<file path="src/rtl/spi_cmd_pkg.sv">
package spi_cmd_pkg;
  localparam logic [7:0] CMD_LATCH_ON  = 8'h06;
  localparam logic [7:0] CMD_LATCH_OFF = 8'h04;
  localparam logic [7:0] CMD_STAT_RD   = 8'h05;
  localparam logic [7:0] CMD_STAT_WR   = 8'h01;
  localparam logic [7:0] CMD_MEM_RD    = 8'h03;
  localparam logic [7:0] CMD_MEM_WR    = 8'h02;
  localparam logic [7:0] CMD_IDENT     = 8'h9F;

  typedef enum logic [2:0] {
    PH_CMD,
    PH_ADDR,
    PH_STAT_RD,
    PH_STAT_WR,
    PH_MEM_RD,
    PH_MEM_WR,
    PH_IDENT,
    PH_SKIP
  } phase_t;

  typedef struct packed {
    logic       prot_lock;
    logic [2:0] spare;
    logic [1:0] region;
  } stat_keep_t;
endpackage

</file>
<file path="src/rtl/spi_pin_sync.sv">
module spi_pin_sync #(
  parameter int STAGES = 2
) (
  input  logic clk,
  input  logic rst_n,
  input  logic sck,
  input  logic mosi,
  input  logic cs_n,
  output logic sck_rise,
  output logic sck_fall,
  output logic mosi_s,
  output logic cs_hi,
  output logic cs_rise
);
  localparam logic [2:0] IDLE_V = 3'b100;

  logic [2:0] pin_v;
  logic [2:0] chain [STAGES];
  logic [1:0] prev;
  logic [2:0] last;

  assign pin_v = {cs_n, mosi, sck};

  genvar k;
  generate
    for (k = 0; k < STAGES; k++) begin : g_stage
      if (k == 0) begin : g_first
        always_ff @(posedge clk or negedge rst_n) begin
          if (!rst_n) chain[k] <= IDLE_V;
          else        chain[k] <= pin_v;
        end
      end else begin : g_next
        always_ff @(posedge clk or negedge rst_n) begin
          if (!rst_n) chain[k] <= IDLE_V;
          else        chain[k] <= chain[k-1];
        end
      end
    end
  endgenerate

  assign last = chain[STAGES-1];

  always_ff @(posedge clk or negedge rst_n) begin
    if (!rst_n) prev <= 2'b10;
    else        prev <= {last[2], last[0]};
  end

  assign sck_rise = last[0] & ~prev[0];
  assign sck_fall = ~last[0] & prev[0];
  assign mosi_s   = last[1];
  assign cs_hi    = last[2];
  assign cs_rise  = last[2] & ~prev[1];
endmodule

</file>
<file path="src/rtl/spi_reg_array.sv">
module spi_reg_array #(
  parameter int DEPTH = 64,
  parameter int WIDTH = 8,
  localparam int AW = $clog2(DEPTH)
) (
  input  logic             clk,
  input  logic             rst_n,
  input  logic             we,
  input  logic [AW-1:0]    waddr,
  input  logic [WIDTH-1:0] wdata,
  input  logic [AW-1:0]    raddr,
  output logic [WIDTH-1:0] rdata
);
  logic [WIDTH-1:0] cells [DEPTH];

  genvar w;
  generate
    for (w = 0; w < DEPTH; w++) begin : g_word
      always_ff @(posedge clk or negedge rst_n) begin
        if (!rst_n)                        cells[w] <= '0;
        else if (we && (waddr == AW'(w)))  cells[w] <= wdata;
      end
    end
  endgenerate

  assign rdata = cells[raddr];
endmodule

</file>
<file path="src/rtl/spi_cmd_engine.sv">
module spi_cmd_engine
  import spi_cmd_pkg::*;
#(
  parameter int          DEPTH   = 64,
  parameter logic [31:0] ID_WORD = 32'h3C_A5_01_64,
  localparam int AW = $clog2(DEPTH)
) (
  input  logic          clk,
  input  logic          rst_n,
  input  logic          sck_rise,
  input  logic          sck_fall,
  input  logic          mosi_s,
  input  logic          cs_hi,
  input  logic          cs_rise,
  output logic          mem_we,
  output logic [AW-1:0] mem_waddr,
  output logic [7:0]    mem_wdata,
  output logic [AW-1:0] mem_raddr,
  input  logic [7:0]    mem_rdata,
  output logic          miso_q,
  output logic          miso_oe
);
  phase_t     phase;
  logic [2:0] bitc;
  logic [6:0] sh;
  logic [7:0] addr_hi;
  logic       addr_second;
  logic       addr_is_wr;
  logic [AW-1:0] ptr;
  logic [1:0] idx;
  logic       wr_ok;
  logic       clr_pend;
  logic       wel;
  stat_keep_t keep;
  logic [7:0] tx_sh;
  logic [7:0] byte_in;
  logic       byte_done;
  logic [7:0] stat_now;
  logic [7:0] id_sel;

  assign byte_in   = {sh, mosi_s};
  assign byte_done = sck_rise && !cs_hi && (bitc == 3'd7);
  assign stat_now  = {keep, wel, 1'b0};

  always_comb begin
    case (idx)
      2'd0:    id_sel = ID_WORD[31:24];
      2'd1:    id_sel = ID_WORD[23:16];
      2'd2:    id_sel = ID_WORD[15:8];
      default: id_sel = ID_WORD[7:0];
    endcase
  end

  assign mem_we    = byte_done && (phase == PH_MEM_WR) && wr_ok;
  assign mem_waddr = ptr;
  assign mem_wdata = byte_in;
  assign mem_raddr = (phase == PH_ADDR) ? AW'({addr_hi, byte_in}) : ptr;

  always_ff @(posedge clk or negedge rst_n) begin
    if (!rst_n) begin
      phase       <= PH_CMD;
      bitc        <= '0;
      sh          <= '0;
      addr_hi     <= '0;
      addr_second <= 1'b0;
      addr_is_wr  <= 1'b0;
      ptr         <= '0;
      idx         <= '0;
      wr_ok       <= 1'b0;
      clr_pend    <= 1'b0;
      wel         <= 1'b0;
      keep        <= '0;
      tx_sh       <= '0;
      miso_q      <= 1'b0;
      miso_oe     <= 1'b0;
    end else begin
      miso_oe <= ~cs_hi;
      if (cs_hi) begin
        phase       <= PH_CMD;
        bitc        <= '0;
        addr_second <= 1'b0;
        idx         <= '0;
        tx_sh       <= '0;
        miso_q      <= 1'b0;
        if (cs_rise) begin
          if (clr_pend) wel <= 1'b0;
          clr_pend <= 1'b0;
          wr_ok    <= 1'b0;
        end
      end else begin
        if (sck_fall) begin
          miso_q <= tx_sh[7];
          tx_sh  <= {tx_sh[6:0], 1'b0};
        end
        if (sck_rise) begin
          bitc <= bitc + 3'd1;
          sh   <= byte_in[6:0];
          if (bitc == 3'd7) begin
            tx_sh <= '0;
            case (phase)
              PH_CMD: begin
                case (byte_in)
                  CMD_LATCH_ON: begin
                    wel   <= 1'b1;
                    phase <= PH_SKIP;
                  end
                  CMD_LATCH_OFF: begin
                    wel   <= 1'b0;
                    phase <= PH_SKIP;
                  end
                  CMD_STAT_RD: begin
                    tx_sh <= stat_now;
                    phase <= PH_STAT_RD;
                  end
                  CMD_STAT_WR: begin
                    wr_ok    <= wel;
                    clr_pend <= 1'b1;
                    phase    <= PH_STAT_WR;
                  end
                  CMD_MEM_RD: begin
                    addr_is_wr <= 1'b0;
                    phase      <= PH_ADDR;
                  end
                  CMD_MEM_WR: begin
                    addr_is_wr <= 1'b1;
                    wr_ok      <= wel;
                    clr_pend   <= 1'b1;
                    phase      <= PH_ADDR;
                  end
                  CMD_IDENT: begin
                    tx_sh <= ID_WORD[31:24];
                    idx   <= 2'd1;
                    phase <= PH_IDENT;
                  end
                  default: phase <= PH_SKIP;
                endcase
              end
              PH_ADDR: begin
                addr_second <= ~addr_second;
                if (!addr_second) begin
                  addr_hi <= byte_in;
                end else if (addr_is_wr) begin
                  ptr   <= AW'({addr_hi, byte_in});
                  phase <= PH_MEM_WR;
                end else begin
                  ptr   <= AW'({addr_hi, byte_in}) + AW'(1);
                  tx_sh <= mem_rdata;
                  phase <= PH_MEM_RD;
                end
              end
              PH_STAT_RD: tx_sh <= stat_now;
              PH_STAT_WR: begin
                if (wr_ok) keep <= byte_in[7:2];
                phase <= PH_SKIP;
              end
              PH_MEM_RD: begin
                tx_sh <= mem_rdata;
                ptr   <= ptr + AW'(1);
              end
              PH_MEM_WR: ptr <= ptr + AW'(1);
              PH_IDENT: begin
                tx_sh <= id_sel;
                idx   <= idx + 2'd1;
              end
              default: tx_sh <= '0;
            endcase
          end
        end
      end
    end
  end


  wel_clear_chk: assert property (@(posedge clk) disable iff (!rst_n)
    (cs_rise && clr_pend) |=> !wel);


  wel_rise_chk: assert property (@(posedge clk) disable iff (!rst_n)
    !sck_rise |=> !$rose(wel));


  stat_hold_chk: assert property (@(posedge clk) disable iff (!rst_n)
    !(byte_done && phase == PH_STAT_WR) |=> $stable(keep));


  bit_count_chk: assert property (@(posedge clk) disable iff (!rst_n)
    (!sck_rise && !cs_hi) |=> $stable(bitc));


  write_frame_chk: assert property (@(posedge clk) disable iff (!rst_n)
    mem_we |-> (!cs_hi && clr_pend));


  miso_idle_chk: assert property (@(posedge clk) disable iff (!rst_n)
    $past(cs_hi) |-> (!miso_q && !miso_oe));
endmodule

</file>
<file path="src/rtl/spi_cmd_mem.sv">
module spi_cmd_mem #(
  parameter int          DEPTH       = 64,
  parameter int          SYNC_STAGES = 2,
  parameter logic [31:0] ID_WORD     = 32'h3C_A5_01_64
) (
  input  logic clk,
  input  logic rst_n,
  input  logic sck,
  input  logic mosi,
  input  logic cs_n,
  output logic miso,
  output logic miso_oe
);
  localparam int AW = $clog2(DEPTH);

  logic          sck_rise, sck_fall, mosi_s, cs_hi, cs_rise;
  logic          mem_we;
  logic [AW-1:0] mem_waddr, mem_raddr;
  logic [7:0]    mem_wdata, mem_rdata;

  spi_pin_sync #(.STAGES(SYNC_STAGES)) u_sync (
    .clk      (clk),
    .rst_n    (rst_n),
    .sck      (sck),
    .mosi     (mosi),
    .cs_n     (cs_n),
    .sck_rise (sck_rise),
    .sck_fall (sck_fall),
    .mosi_s   (mosi_s),
    .cs_hi    (cs_hi),
    .cs_rise  (cs_rise)
  );

  spi_cmd_engine #(.DEPTH(DEPTH), .ID_WORD(ID_WORD)) u_engine (
    .clk       (clk),
    .rst_n     (rst_n),
    .sck_rise  (sck_rise),
    .sck_fall  (sck_fall),
    .mosi_s    (mosi_s),
    .cs_hi     (cs_hi),
    .cs_rise   (cs_rise),
    .mem_we    (mem_we),
    .mem_waddr (mem_waddr),
    .mem_wdata (mem_wdata),
    .mem_raddr (mem_raddr),
    .mem_rdata (mem_rdata),
    .miso_q    (miso),
    .miso_oe   (miso_oe)
  );

  spi_reg_array #(.DEPTH(DEPTH), .WIDTH(8)) u_array (
    .clk   (clk),
    .rst_n (rst_n),
    .we    (mem_we),
    .waddr (mem_waddr),
    .wdata (mem_wdata),
    .raddr (mem_raddr),
    .rdata (mem_rdata)
  );
endmodule

</file>
<file path="config.mk">
export PLATFORM = sky130hd
export DESIGN_NAME = spi_cmd_mem
export DESIGN_NICKNAME = d
export VERILOG_FILES = /design/src/rtl/spi_cmd_pkg.sv /design/src/rtl/spi_pin_sync.sv /design/src/rtl/spi_reg_array.sv /design/src/rtl/spi_cmd_engine.sv /design/src/rtl/spi_cmd_mem.sv
export SDC_FILE = /design/constraint.sdc
export NUM_CORES = 1
export LEC_CHECK = 0
export BUFFER_PORTS_ARGS = -buffer_cell sky130_fd_sc_hd__buf_2
export CORE_ASPECT_RATIO = 0.75
export CORE_MARGIN = 8
export CORE_UTILIZATION = 35
export DETAILED_ROUTE_END_ITERATION = 16
export GPL_ROUTABILITY_DRIVEN = 0
export PLACE_DENSITY = 0.54
export SLEW_MARGIN = 40
export SYNTH_ARGS = -nofsm -noshare
export SYNTH_HDL_FRONTEND = slang
export SYNTH_SLANG_ARGS = --single-unit
</file>
<file path="constraint.sdc">
create_clock -name clk -period 9.1 [get_ports clk]
set_clock_uncertainty 0.15 [all_clocks]
set_input_delay 1.82 -clock clk [delete_from_list [all_inputs] [get_ports clk]]
set_output_delay 1.82 -clock clk [all_outputs]
set_load 0.01 [all_outputs]
</file>
Yosys cells after proc, flatten, opt, wreduce, memory -nomap -nowiden
Cells that the tools add are included.
{"block": "word_totals", "elab_cells": 331, "register_bits": 562, "out_inout_bits": 2}
{"block": "op_classes", "n_lt_le_gt_ge": 1, "add_sub_neg": 4, "bitwise_logic": 9, "eq_ne": 84, "reduce_logical": 95, "n_mux": 55}
{"cell": "equality test 6 bit, second input constant", "n": 32}
{"cell": "equality test 6 x 5 -> 1 bit, second input constant", "n": 16}
{"cell": "logical AND 1 bit", "n": 68}
{"cell": "two-way mux 8 bit", "n": 8}
{"cell": "binary-select mux 8 bit (select 6 bit)", "n": 1}
{"cell": "equality test 6 x 4 -> 1 bit, second input constant", "n": 8}
{"cell": "one-hot mux 8 bit (5 select lines)", "n": 1}
{"cell": "equality test 6 x 3 -> 1 bit, second input constant", "n": 4}
{"cell": "equality test 8 x 3 -> 1 bit, second input constant", "n": 3}
{"cell": "two-way mux 1 bit", "n": 24}
{"cell": "one-hot mux 8 bit (3 select lines)", "n": 1}
{"cell": "AND reduction 5 bit", "n": 4}
{"cell": "two-way mux 3 bit", "n": 6}
{"cell": "two-way mux 6 bit", "n": 3}
{"cell": "equality test 8 x 2 -> 1 bit, second input constant", "n": 2}
{"cell": "one-hot mux 8 bit (2 select lines)", "n": 1}
{"cell": "nonzero test 2 bit", "n": 8}
{"cell": "adder 6 x 1 -> 6 bit, second input constant", "n": 2}
{"cell": "equality test 3 bit, second input constant", "n": 4}
{"cell": "equality test 6 x 2 -> 1 bit, second input constant", "n": 2}
{"cell": "one-hot mux 3 bit (4 select lines)", "n": 1}
{"cell": "one-hot mux 6 bit (2 select lines)", "n": 1}
{"cell": "one-hot mux 3 bit (3 select lines)", "n": 1}
{"cell": "equality test 8 x 1 -> 1 bit, second input constant", "n": 1}
{"cell": "other kinds (29)", "n": 46}

Longest topological paths before layout
Gate-level depths: netlist of run 1.
{"block": "depth", "ltp_word": 12, "mapped_depth": 14}

By module
A second synthesis of run 1 with hierarchy kept.
{"block": "unflattened", "hier_cells": 1791, "area_unflattened_um2": 26371.5}
{"mod": "spi_reg_array", "area_each_um2": 23572.6, "cells_each": 1509, "seq_area_each_um2": 12812.3, "instances": 1}
{"mod": "spi_cmd_engine", "area_each_um2": 2573.7, "cells_each": 271, "seq_area_each_um2": 1051.0, "instances": 1}
{"mod": "spi_pin_sync", "area_each_um2": 225.2, "cells_each": 11, "seq_area_each_um2": 203.9, "instances": 1}

Worst setup path before layout of run 1
OpenSTA, ideal clock, no wires.
{"block": "synth_timing", "path_type": "flip-flop to flip-flop", "startpoint": "register u_engine.bitc[0]", "endpoint": "register u_array.cells[264] in the netlist's numbering", "setup_ns": 0.125, "period_less_slack_ns": 2.965, "path_buffers": 2, "path_slack_ns": 6.135, "stages_incl_launch_ff": 11, "t_arrival_ns": 2.690, "path_cell_list": "dfrtp_1 > ha_1 > ha_1 > nand2_1 > nor3_1 > nand4_1 > or3_1 > clkbuf_1 > buf_1 > nor2_2 > mux2_2"}
{"block": "synth_via", "elab_chain_len": 5}
{"element": "start, declared", "line_no": "spi_cmd_engine.sv:24", "text": "logic [2:0] bitc;"}
{"element": "start signal, assigned", "line_no": "spi_cmd_engine.sv:96", "text": "bitc <= bitc + 3'd1;"}
{"element": "equality test 3 bit", "line_no": "spi_cmd_engine.sv:42", "text": "assign byte_done = sck_rise && !cs_hi && (bitc == 3'd7);"}
{"element": "logical AND 1 bit", "line_no": "spi_cmd_engine.sv:42"}
{"element": "logical AND 1 bit (2 in series)", "line_no": "spi_cmd_engine.sv:54", "text": "assign mem_we = byte_done && (phase == PH_MEM_WR) && wr_ok;"}
{"element": "logical AND 1 bit", "line_no": "spi_reg_array.sv:21", "text": "else if (we && (waddr == AW'(w))) cells[w] <= wdata;"}
{"element": "end signal, assigned by index", "line_no": "spi_reg_array.sv:21"}
{"element": "end, declared", "line_no": "spi_reg_array.sv:14", "text": "logic [WIDTH-1:0] cells [DEPTH];"}
Every way passes these cells.
A chain may end at the register's enable or synchronous reset.

Worst setup path in the final report of run 1
{"block": "layout_timing", "startpoint": "register u_engine.sh[1]", "endpoint": "register u_engine.tx_sh[1]"}
{"block": "layout_via", "elab_chain_len": 11, "elab_cells_between_ends": 14}
{"element": "start, declared", "line_no": "spi_cmd_engine.sv:25", "text": "logic [6:0] sh;"}
{"element": "start signal, assigned", "line_no": "spi_cmd_engine.sv:97", "text": "sh <= byte_in[6:0];"}
{"element": "two-way mux 6 bit", "line_no": "spi_cmd_engine.sv:57", "text": "assign mem_raddr = (phase == PH_ADDR) ? AW'({addr_hi, byte_in}) : ptr;"}
{"element": "NOT 6 -> 7 bit (not written as such)", "line_no": "spi_reg_array.sv:26", "text": "assign rdata = cells[raddr];"}
{"element": "binary-select mux 8 bit (select 6 bit)", "line_no": "spi_reg_array.sv:26"}
{"element": "two-way mux 8 bit (not written as such) (2 in series)", "line_no": "spi_reg_array.sv:26"}
{"element": "two-way mux 8 bit", "line_no": "spi_cmd_engine.sv:142", "text": "end else if (addr_is_wr) begin"}
{"element": "two-way mux 8 bit", "line_no": "spi_cmd_engine.sv:140", "text": "if (!addr_second) begin"}
{"element": "one-hot mux 8 bit (5 select lines) (*)", "line_no": "spi_cmd_engine.sv:100", "text": "case (phase)"}
{"element": "two-way mux 8 bit (*)", "line_no": "spi_cmd_engine.sv:98", "text": "if (bitc == 3'd7) begin"}
{"element": "two-way mux 8 bit (*)", "line_no": "spi_cmd_engine.sv:95", "text": "if (sck_rise) begin"}
{"element": "two-way mux 8 bit (*)", "line_no": "spi_cmd_engine.sv:78", "text": "if (cs_hi) begin"}
{"element": "end signal, assigned", "line_no": "spi_cmd_engine.sv:93", "text": "tx_sh <= {tx_sh[6:0], 1'b0};"}
{"element": "end signal, assigned", "line_no": "spi_cmd_engine.sv:112", "text": "tx_sh <= stat_now;"}
{"element": "end signal, assigned", "line_no": "spi_cmd_engine.sv:131", "text": "tx_sh <= ID_WORD[31:24];"}
{"element": "end, declared", "line_no": "spi_cmd_engine.sv:35", "text": "logic [7:0] tx_sh;"}
Every way passes the cells marked *; elsewhere a longest branch is shown, timed or not. The select of a mux whose other input is x is not followed.

==> metrics.md, run 1 <==
| Metric | Value |
|---|---|
| Outcome | completed |
| Most Frequent Cell on Critical Path | buf_4 |
| DIE WIDTH | 335 um |
| Port bufs | 6 |
| Ys Warns | 0 |
| Overall power | 5430 uW |
| Crit-path max FO | 31 |
| Routed len/inst | 24.1 um |
| Die Ht | 255 um |
| H-tree level count | 2 |
| Mapped Avg Cell Area | approximately 11 sq um |
| Finish-stage setup viols | 0 |
| GR Util All Layers | 0.190 |
| Final core occ | 0.396 |
| Critical Path, Cell by Cell | buf_4 > inv_1 > mux2i_4 > buf_4 > nor2_1 > buf_4 > a32oi_1 > a211oi_1 > a31oi_1 > a221oi_1 |
| # nets final | about 2300 |
| Kind of critical path | reg2reg |
| # fillers | 7131 |
| Commonest cells post-synth | dfrtp_1, mux2_2, nand2_1 |
| Pin count of the biggest net entering global routing | 139 |
| ANT nets after route | 0 |
| DIE AREA | around 85000 sq um |
| Buffers plus inverters on the worst setup path | 4 |
| Worst endpoint required time | about 9.4 ns |
| Max-cap viol count | 0 |
| # IOs | 7 |
| Cell at the slowest stage of the critical path | dfrtp_1 |
| Worst setup margin | 4.41 ns |
| Yosys reg bits | between 500 and 600 |
| EDFF count, synth | 0 |
| Synth area leader | dfrtp_1 |
| Max transition margin | 0.432 |
| Total Routed Length | around 80000 um |
| Critical path capture point type | flop |
| Post-cts sizing count | 0 |
| Most frequent cell after synthesis | dfrtp_1 |
| Largest cells by area after synthesis | dfrtp_1, mux2_2, nand2_1 |
| Antenna violations before repair | 1 |
| Site Rows | 87 |
| Core area | 75200 sq um |
| Vias in the first global route | 18800 |
| HPWL after DPL | approximately 52000 um |
| CTS Buf Count | 58 |
| Post-Route Setup TNS | 0 ns |
| Starting density of the core | 0.354 |
| Final Hold Viols | 0 |
| CTS clock-pin slew for the worst setup and hold paths | 0.07 ns |
| Worst IR Drop VDD | 0.210 mV |
| Layout area overhead | 11.9% |
| Total clock sinks | roughly 560 |
| GR Overflow Total | 0 |
| Max Slew Vio Count | 0 |
| Yosys top cell area share | 0.525 |
| Setup crit start kind | flop |
| Ratio of cells with drive above 1 in the final layout | 0.288 |
| DR vias/cell | 5.61 |
| Root Driver | clkbuf_16 |
| Crit path DAT | 5.03 ns |
| CP max stage delay | 0.74 ns |
| Via count | 18900 |
| Synthesized net count | between 2000 and 2500 |
| First-pass GRT wire length | 124000 um |
| Netlist Area Pre-Place | 26600 sq um |
| Dpl ws | roughly 4.4 ns |
| Hold Crit Class | reg2reg |
| Highest Clock Rate | 213 MHz |
| Synth Flop Type | dfrtp_1 |
| Leakage power | 0.0132 uW |
| Worst skew pair latency | between 0.6 and 0.7 ns |
| Post-CTS setup buffers | 0 |
| TritonRoute pass-1 iters | 5 |
| Count of hold-fix buffers inserted at cts | 0 |
| Flop2flop setup slack | 4.41 ns |
| Final period util | 0.516 |
| Sequential cell area | 14100 sq um |
| CTS tree | built |
| Detailed-route DRC error count | 0 |
| Tmin final | ~4.7 ns |
| Unrepaired setup endpoints after global routing | no |
| Initial DRC count | 2063 |
| Pwr/cell area | 182 nW/um^2 |
| Synth Instances | about 2400 |
| Delay-heaviest family, CP | buffers and inverters |
| Clock Path Buffers | 3 |
| Area of the multi-input gates | 11900 sq um |
| Asr flop ratio synth | 1.00 |
| Unique cell type count in the Yosys netlist | 63 |
| Slew @ Worst Pin | 0.850 ns |
| Seq/Total Area, Yosys | 0.528 |
-- registers in the layout, summed over array words and instances (netlist names) --
| signal | cells |
|---|---|
| u_sync.chain | 3 |
| u_engine.clr_pend | 1 |
| u_engine.tx_sh | 8 |
| u_sync.prev | 2 |
| u_engine.idx | 2 |
| u_engine.keep | 6 |
| u_engine.addr_second | 1 |
| u_engine.wel | 1 |
| u_array.cells | 512 |
| u_engine.sh | 7 |
| u_engine.mem_waddr | 6 |
| u_engine.bitc | 3 |
| u_engine.phase | 3 |
| u_sync.last | 3 |
| u_engine.wr_ok | 1 |
| u_engine.addr_is_wr | 1 |
| u_engine.miso_oe | 1 |
| u_engine.miso_q | 1 |
-- path summary, 6_finish.rpt --
check,startpoint,cells past startpoint,endpoint
min in group asynchronous,rst_n,1,u_array.cells[395]
setup reg to reg,u_engine.sh[1],10,u_engine.tx_sh[1]
hold reg to reg,u_sync.chain[5],0,u_sync.last[2]
hold / removal,u_sync.chain[5],0,u_sync.last[2]
max in group asynchronous,rst_n,3,u_array.cells[128]
setup / recovery,u_engine.sh[1],10,u_engine.tx_sh[1]
-- stage by stage --
stage	hold slack, ns	instance area [sq um]	cells
6_report	0.206	29800	3378
5_1_grt	0.212	29800	3376
3_3_place_gp	0.197	27500	3265
2_1_floorplan	0.181	26600	2380
3_5_place_dp	0.199	27700	3268
4_1_cts	0.207	29700	3373
-- metal layers --
| layer | part of all wire | vias up | GRT usage |
|---|---|---|---|
| li1 | - | 8274 | - |
| met1 | 0.48 | 9866 | 0.291 |
| met2 | 0.42 | 698 | 0.273 |
| met3 | 0.080 | 107 | 0.0379 |
| met4 | 0.018 | 0 | 0.0429 |
| met5 | 0 | - | 0 |
-- power breakdown --
part           internal [uW]  switching (uW)
Sequential              2510            23.7
Clock                   1430            1040
Combinational           65.3             351
Total                   4010            1420
-- cells by family (layout without fill, tap and decap cells) --
family          count (synthesis)  after routing  share of synthesized area
xor+xnor                        7              7                    0.00230
compound gates                279            279                     0.0637
fa+ha+maj                      14             14                    0.00658
buf+inv                       199            172                     0.0322
other cells                     0              2                          0
simple gates                  750            750                      0.125
flops                         562            562                      0.528
mux                           569            569                      0.242
-- layout make-up --
type / instances / area share
clock inverter: 16 / 0.00626
clock buffer: 89 / 0.0601
antenna: 2 / 0.000168
inverter: 14 / 0.00176
tap: 1023 / 0.0430
timing repair buffer: 53 / 0.0179
multi-input combinational: 1619 / 0.398
sequential: 562 / 0.472
-- placed cells by master, fill, tap and decap left out, types with 10 or more instances in the layout --
cell type and count:
dfrtp_1 554, mux2_2 448, nand2_1 420, nand3_1 156
o21ai_0 110, mux2i_1 102, clkbuf_16 59, a21oi_1 45
nor2_2 37, nor2_1 32, buf_4 32, o22ai_1 31
and3_1 26, clkbuf_8 20, a311oi_1 15, mux4_2 14
ha_1 14, nor4_1 13, a31oi_1 13, inv_1 12
or4_1 10, nor3_1 10, nand4_1 10, clkbuf_1 10
(Power assumes the default switching activity.)
==> inputs of run 2 (changes only) <==
--- a/config.mk
+++ b/config.mk
@@ -11,7 +11,7 @@
 export CORE_UTILIZATION = 35
 export DETAILED_ROUTE_END_ITERATION = 16
 export GPL_ROUTABILITY_DRIVEN = 0
-export PLACE_DENSITY = 0.54
+export PLACE_DENSITY = 0.56
 export SLEW_MARGIN = 40
 export SYNTH_ARGS = -nofsm -noshare
 export SYNTH_HDL_FRONTEND = slang
==> constraint.sdc (replaced) <==
create_clock -name clk -period 4.3 [get_ports clk]
set_clock_uncertainty 0.15 [all_clocks]
set_input_delay 0.86 -clock clk [delete_from_list [all_inputs] [get_ports clk]]
set_output_delay 0.86 -clock clk [all_outputs]
set_load 0.01 [all_outputs]
==> run 2 against run 1 <==
Effect of this change: count of clock-buffer cells in the layout is 7 lower; hold slack worse by 0.027 ns; combinational power is 110% higher; sequential cell count stayed put; highest routed layer is now met5.
==> metrics.md, run 2 (synthesis gave the netlist of run 1 again) <==
| Metric | Value |
|---|---|
| Outcome | completed (unchanged) |
| Tmin final | 4.01 ns (was 4.69 ns) |
| Starting density of the core | 0.354 (unchanged) |
| CP max stage delay | 0.70 ns (was 0.74 ns) |
| TritonRoute pass-1 iters | 8 (was 5) |
| Site Rows | 87 (unchanged) |
| Max transition margin | 0.408 (was 0.432) |
| # nets final | 2380 (was 2327) |
| Max Slew Vio Count | 0 (unchanged) |
| CTS Buf Count | 54 (was 58) |
| Most Frequent Cell on Critical Path | o22ai_1 (was buf_4) |
| H-tree level count | 2 (unchanged) |
| Die Ht | 255 um (unchanged) |
| Worst IR Drop VDD | 0.283 mV (was 0.210 mV) |
| Root Driver | clkbuf_16 (unchanged) |
| DIE AREA | 85300 sq um (unchanged) |
| Overall power | 11200 uW (was 5430 uW) |
| Ratio of cells with drive above 1 in the final layout | 0.290 (was 0.288) |
| Highest Clock Rate | 249 MHz (was 213 MHz) |
| Routed len/inst | 23.9 um (was 24.1 um) |
| # fillers | 7164 (was 7131) |
| Final Cell Area | 30100 sq um (was 29800 sq um) |
| Crit-path max FO | 14 (was 31) |
| Clock Path Buffers | 3 (unchanged) |
| Via count | 19300 (was 18900) |
| Worst endpoint required time | 4.71 ns (was 9.44 ns) |
| CTS clock-pin slew for the worst setup and hold paths | 0.07 ns (about the same) |
| HPWL after DPL | 54300 um (was 52100 um) |
| Crit path DAT | 4.42 ns (was 5.03 ns) |
| Finish-stage setup viols | 0 (unchanged) |
| ANT nets after route | 0 (unchanged) |
| Non-Filler Instances | 3424 (was 3378) |
| Post-Route Setup TNS | 0 ns (unchanged) |
| Pwr/cell area | 372 nW/um^2 (was 182 nW/um^2) |
| Leakage power | 0.0135 uW (was 0.0132 uW) |
| DIE WIDTH | 335 um (unchanged) |
| Count of hold-fix buffers inserted at cts | 1 (was 0) |
| Commonest non-fill, non-tap cell in the layout | dfrtp_1 (unchanged) |
| DP Area | 28300 sq um (was 27700 sq um) |
| Commonest non-fill, non-tap cells in the layout | dfrtp_1, mux2_2, nand2_1 (unchanged) |
| Critical path capture point type | flop (unchanged) |
| Slew @ Worst Pin | 0.888 ns (was 0.850 ns) |
| N_diodes | 0 (was 2) |
| Vias in the first global route | 19000 (was 18800) |
| Initial DRC count | 2281 (was 2063) |
| Top Registers | u_array.cells: 512 flops, u_engine.tx_sh: 8 flops, u_engine.sh: 7 flops (unchanged) |
| Detailed-route DRC error count | 0 (unchanged) |
| Pin count of the biggest net entering global routing | 79 (was 139) |
| Post-CTS setup buffers | 0 (unchanged) |
| Hold Crit Class | in2reg (was reg2reg) |
| Layout area overhead | 12.9% (was 11.9%) |
| Core area | 75200 sq um (unchanged) |
| Area of the multi-input gates | 11800 sq um (was 11900 sq um) |
| Max-cap viol count | 0 (unchanged) |
| Kind of critical path | reg2reg (unchanged) |
| Cell at the slowest stage of the critical path | or3b_1 (was dfrtp_1) |
| GR Util All Layers | 0.191 (was 0.190) |
| Total Routed Length | 82000 um (was 81600 um) |
| Antenna violations before repair | 2 (was 1) |
| CTS tree | built (unchanged) |
| DR vias/cell | 5.63 (was 5.61) |
| Sequential cell area | 14100 sq um (unchanged) |
| Final Hold Viols | 0 (unchanged) |
| Final period util | 0.933 (was 0.516) |
| First-pass GRT wire length | 126000 um (was 124000 um) |
| Unrepaired setup endpoints after global routing | no (unchanged) |
| # IOs | 7 (unchanged) |
| Setup crit start kind | flop (unchanged) |
| Port bufs | 6 (unchanged) |
| Worst skew pair latency | 0.64 ns (about the same) |
| Placed instance count | 3327 (was 3268) |
| Critical Path, Cell by Cell | or3b_1 > mux2i_1 > nand2_1 > buf_4 > o22ai_1 > or4_1 > o22ai_1 > a2111oi_0 > a211o_1 (was buf_4 > inv_1 > mux2i_4 > buf_4 > nor2_1 > buf_4 > a32oi_1 > a211oi_1 > a31oi_1 > a221oi_1) |
| Max FFs per register | 512 (unchanged) |
| GR Overflow Total | 0 (unchanged) |
| Post-cts sizing count | 0 (unchanged) |
| Total clock sinks | 562 (unchanged) |
| Biggest register | u_array.cells (unchanged) |
## run 2: cell count changes in the layout (fill, tap and decap cells not counted), moves of 3 or more
| cell | change |
|---|---|
| buf_12 | +15 |
| buf_4 | +50 |
| buf_6 | -7 |
| clkbuf_1 | +3 |
| clkbuf_16 | -4 |
| clkbuf_8 | -6 |
| nand3_1 | +3 |
| nand3_2 | -3 |
| nor2_1 | +14 |
| nor2_2 | -14 |
## run 2: worst paths after layout
| path | start | end | slack, ns | cells after the start |
|---|---|---|---|---|
| min in group asynchronous | rst_n | u_array.cells[497] | 0.60 | 2 |
| worst min-delay path | cs_n | u_sync.chain[5] | 0.18 | 1 |
| max in group asynchronous | rst_n | u_array.cells[61] | 2.27 | 4 |
| worst max register to register | u_engine.phase[1] | u_engine.tx_sh[7] | 0.29 | 9 |
| worst min register to register | u_sync.chain[3] | u_sync.last[0] | 0.20 | 0 |
| worst max-delay path | u_engine.phase[1] | u_engine.tx_sh[7] | 0.29 | 9 |
## run 2: final cells by class
type	count	area share
well taps	1023	0.0426
repair buffers	110	0.0360
clock buffers	82	0.0538
clock inverters	14	0.00587
multi-input cells	1619	0.392
inverters	14	0.00175
flip-flops and latches	562	0.468
## run 2: metrics by stage
step / setup WS (ns) / utilization / hold WS, ns
4_1_cts: 0.352 / 0.400 / 0.140
3_5_place_dp: 0.379 / 0.376 / 0.189
2_1_floorplan: 1.33 / - / 0.181
5_1_grt: 0.135 / 0.400 / 0.154
3_3_place_gp: 0.222 / 0.375 / 0.185
6_report: 0.289 / 0.400 / 0.178
## run 2: critical path: cells and delay by family, from the launching register on
| kind | cells | cell delay, ns |
|---|---|---|
| AOI/OAI and AO/OA | 4 | 0.85 |
| buffers and inverters | 1 | 0.34 |
| DFF | 1 | 0.52 |
| muxes | 1 | 0.61 |
| and+or+nand+nor | 3 | 1.46 |
## run 2: power by group
group          internal [uW]  total, uW  switching [uW]
sequential              5320       5430             114
combinational            144        853             710
clock                   2820       4910            2090
## run 2: per-layer routing
layer / up-vias / global-route usage / wire length (um)
met5: - / 0 / 13
met4: 2 / 0.0424 / 1660
met3: 127 / 0.0470 / 7170
met2: 776 / 0.274 / 34100
met1: 10000 / 0.288 / 39100
li1: 8365 / - / -
==> inputs of run 3 (changes only) <==
--- a/config.mk
+++ b/config.mk
@@ -6,7 +6,7 @@
 export NUM_CORES = 1
 export LEC_CHECK = 0
 export BUFFER_PORTS_ARGS = -buffer_cell sky130_fd_sc_hd__buf_2
-export CORE_ASPECT_RATIO = 0.75
+export CORE_ASPECT_RATIO = 0.9
 export CORE_MARGIN = 8
 export CORE_UTILIZATION = 35
 export DETAILED_ROUTE_END_ITERATION = 16
==> constraint.sdc (replaced) <==
create_clock -name clk -period 4.3 [get_ports clk]
set_clock_uncertainty 0.15 [all_clocks]
set_input_delay 0.86 -clock clk [delete_from_list [all_inputs] [get_ports clk]]
set_output_delay 0.86 -clock clk [all_outputs]
set_load 0.1 [all_outputs]
==> run 3 against run 2 <==
Effect of this change: non-clock buffer count down 5; setup slack better by 0.035 ns; critical endpoint is now u_engine.tx_sh[4]; largest cell class unchanged; wire length is 2.6% lower; power rose by 1.4%; sequential cell count is the same; cell count up 0.26%; sequential share of layout area increased by 0.13 points; die area hardly changed; critical path type unchanged.
==> metrics.md, run 3 (synthesis gave the netlist of run 1 again) <==
| Metric | Value |
|---|---|
| Clk pwr share | 0.448 (was 0.438) |
| Pwr/cell area | 378 nW/um^2 (was 372 nW/um^2) |
| Final Hold Viols | 0 (unchanged) |
| Ratio of cells with drive above 1 in the final layout | 0.290 (about the same) |
| GR Util All Layers | 0.185 (was 0.191) |
| Site Rows | 96 (was 87) |
| Pin count of the biggest net entering global routing | 111 (was 79) |
| Final period util | 0.925 (was 0.933) |
| Non-Filler Instances | 3433 (was 3424) |
| Max-cap viol count | 0 (unchanged) |
| First-pass GRT wire length | 122000 um (was 126000 um) |
| Max FFs per register | 512 (unchanged) |
| Port bufs | 6 (unchanged) |
| TritonRoute pass-1 iters | 6 (was 8) |
| Register-to-Register Path Depth | 9 (unchanged) |
| Outcome | completed (unchanged) |
| Top Registers | u_array.cells: 512 flops, u_engine.tx_sh: 8 flops, u_engine.sh: 7 flops (unchanged) |
| Cell Int Power | 8410 uW (was 8280 uW) |
| Routed len/inst | 23.3 um (was 23.9 um) |
| Commonest non-fill, non-tap cells in the layout | dfrtp_1, mux2_2, nand2_1 (unchanged) |
| CP max stage delay | 0.60 ns (was 0.70 ns) |
| Critical path capture point type | flop (unchanged) |
| Total Routed Length | 79800 um (was 82000 um) |
| Max transition margin | 0.434 (was 0.408) |
| Biggest register | u_array.cells (unchanged) |
| Highest Clock Rate | 252 MHz (was 249 MHz) |
| Initial DRC count | 1886 (was 2281) |
| HPWL after DPL | 52400 um (was 54300 um) |
| # fillers | 7255 (was 7164) |
| # IOs | 7 (unchanged) |
| DIE AREA | 85200 sq um (was 85300 sq um) |
| Worst IR Drop VDD | 0.269 mV (was 0.283 mV) |
| Tmin final | 3.98 ns (was 4.01 ns) |
| Clock Path Buffers | 3 (unchanged) |
| Starting density of the core | 0.351 (was 0.354) |
| CTS clock-pin slew for the worst setup and hold paths | 0.07 ns (about the same) |
| Die Ht | 278 um (was 255 um) |
| CTS tree | built (unchanged) |
| Hold Crit Class | in2async (was in2reg) |
| Commonest non-fill, non-tap cell in the layout | dfrtp_1 (unchanged) |
| Post-CTS setup buffers | 0 (unchanged) |
| Max Slew Vio Count | 0 (unchanged) |
| Critical Path, Cell by Cell | or3b_1 > mux2i_4 > buf_12 > nand3_1 > and3_1 > a311oi_1 > nor4_1 > buf_4 > o41a_1 (was or3b_1 > mux2i_1 > nand2_1 > buf_4 > o22ai_1 > or4_1 > o22ai_1 > a2111oi_0 > a211o_1) |
| DIE WIDTH | 307 um (was 335 um) |
| Sw power | 2940 uW (was 2910 uW) |
| H-tree level count | 2 (unchanged) |
| Post-Route Setup TNS | 0 ns (unchanged) |
| Leakage power | 0.0134 uW (was 0.0135 uW) |
| Unrepaired setup endpoints after global routing | no (unchanged) |
| Layout area overhead | 12.6% (was 12.9%) |
| Root Driver | clkbuf_16 (unchanged) |
| DR vias/cell | 5.58 (was 5.63) |
| Worst endpoint required time | 4.66 ns (was 4.71 ns) |
| Placed instance count | 3329 (was 3327) |
| ANT nets after route | 0 (unchanged) |
| Setup crit start kind | flop (unchanged) |
| Via count | 19200 (was 19300) |
| R2R Path End | u_engine.tx_sh[4] (was u_engine.tx_sh[7]) |
| Total clock sinks | 562 (unchanged) |
| GR Overflow Total | 0 (unchanged) |
| Crit-path max FO | 45 (was 14) |
| Antenna violations before repair | 0 (was 2) |
| Sequential share of power | 0.483 (was 0.485) |
| # nets final | 2378 (was 2380) |
| Core area | 75800 sq um (was 75200 sq um) |
| Slew @ Worst Pin | 0.842 ns (was 0.888 ns) |
| Crit path DAT | 4.33 ns (was 4.42 ns) |
| Comb pwr share | 0.070 (was 0.076) |
| Sw Share | 0.259 (was 0.260) |
| CTS Buf Count | 57 (was 54) |
| Count of hold-fix buffers inserted at cts | 0 (was 1) |
| Worst skew pair latency | 0.62 ns (was 0.64 ns) |
| Cell at the slowest stage of the critical path | dfrtp_1 (was or3b_1) |
| Detailed-route DRC error count | 0 (unchanged) |
| Post-cts sizing count | 0 (unchanged) |
| Kind of critical path | reg2reg (unchanged) |
| Worst reg2reg startpoint | u_engine.phase[2] (was u_engine.phase[1]) |
| N_diodes | 0 (unchanged) |
| Finish-stage setup viols | 0 (unchanged) |
| Vias in the first global route | 19100 (was 19000) |
| Flop2flop setup slack | 0.32 ns (was 0.29 ns) |
-- run 3: layer usage --
metal,track usage,part of all wire,vias up
li1,-,-,8355
met3,0.0420,0.077,174
met2,0.271,0.43,716
met4,0.0631,0.035,0
met5,0,0,-
met1,0.266,0.46,9911
-- run 3: stage by stage --
stage	utilization	cell area (sq um)	worst slack, ns	power, uW	hold slack, ns
finish	0.396	30000	0.324	11300	0.0954
global placement	0.370	28100	0.501	6340	0.195
CTS	0.396	30000	0.500	11500	0.0785
floorplan	-	26600	1.33	5880	0.181
global route	0.396	30000	0.244	11700	0.137
detailed placement	0.371	28100	0.474	6360	0.193
-- run 3: critical path: cells and delay by family (launching register included) --
kind / cells / cell delay (ns)
AO/OA/AOI/OAI: 2 / 0.87
buffers and inverters: 2 / 0.50
flip-flops: 1 / 0.60
AND/OR/NAND/NOR: 4 / 1.21
multiplexers: 1 / 0.45
-- run 3: worst max-delay path by stage --
stage                      start                 end
2_1_floorplan   u_engine.bitc[0]  u_array.cells[264]
3_3_place_gp   u_engine.phase[1]   u_engine.tx_sh[3]
3_5_place_dp   u_engine.phase[2]   u_engine.tx_sh[3]
4_1_cts        u_engine.phase[2]   u_engine.tx_sh[3]
5_1_grt        u_engine.phase[2]   u_engine.tx_sh[3]
6_report       u_engine.phase[2]   u_engine.tx_sh[4]
-- run 3: final cells by class --
type | count | area (sq um) | area share
clock buffer | 86 | 1700 | 0.0566
clock inverter | 18 | 203 | 0.00676
inverter | 14 | 52.6 | 0.00175
multi-input combinational | 1619 | 11800 | 0.393
sequential | 562 | 14100 | 0.469
tap | 1029 | 1290 | 0.0429
timing repair buffer | 105 | 900 | 0.0300
-- run 3: power groups by stage --
stage          logic (uW)  clock network, uW  registers (uW)
6_report              791               5080            5480
5_1_grt               846               5390            5480
4_1_cts               792               5190            5470
3_5_place_dp          790                  0            5570
3_3_place_gp          774                  0            5560
2_1_floorplan         443                  0            5440
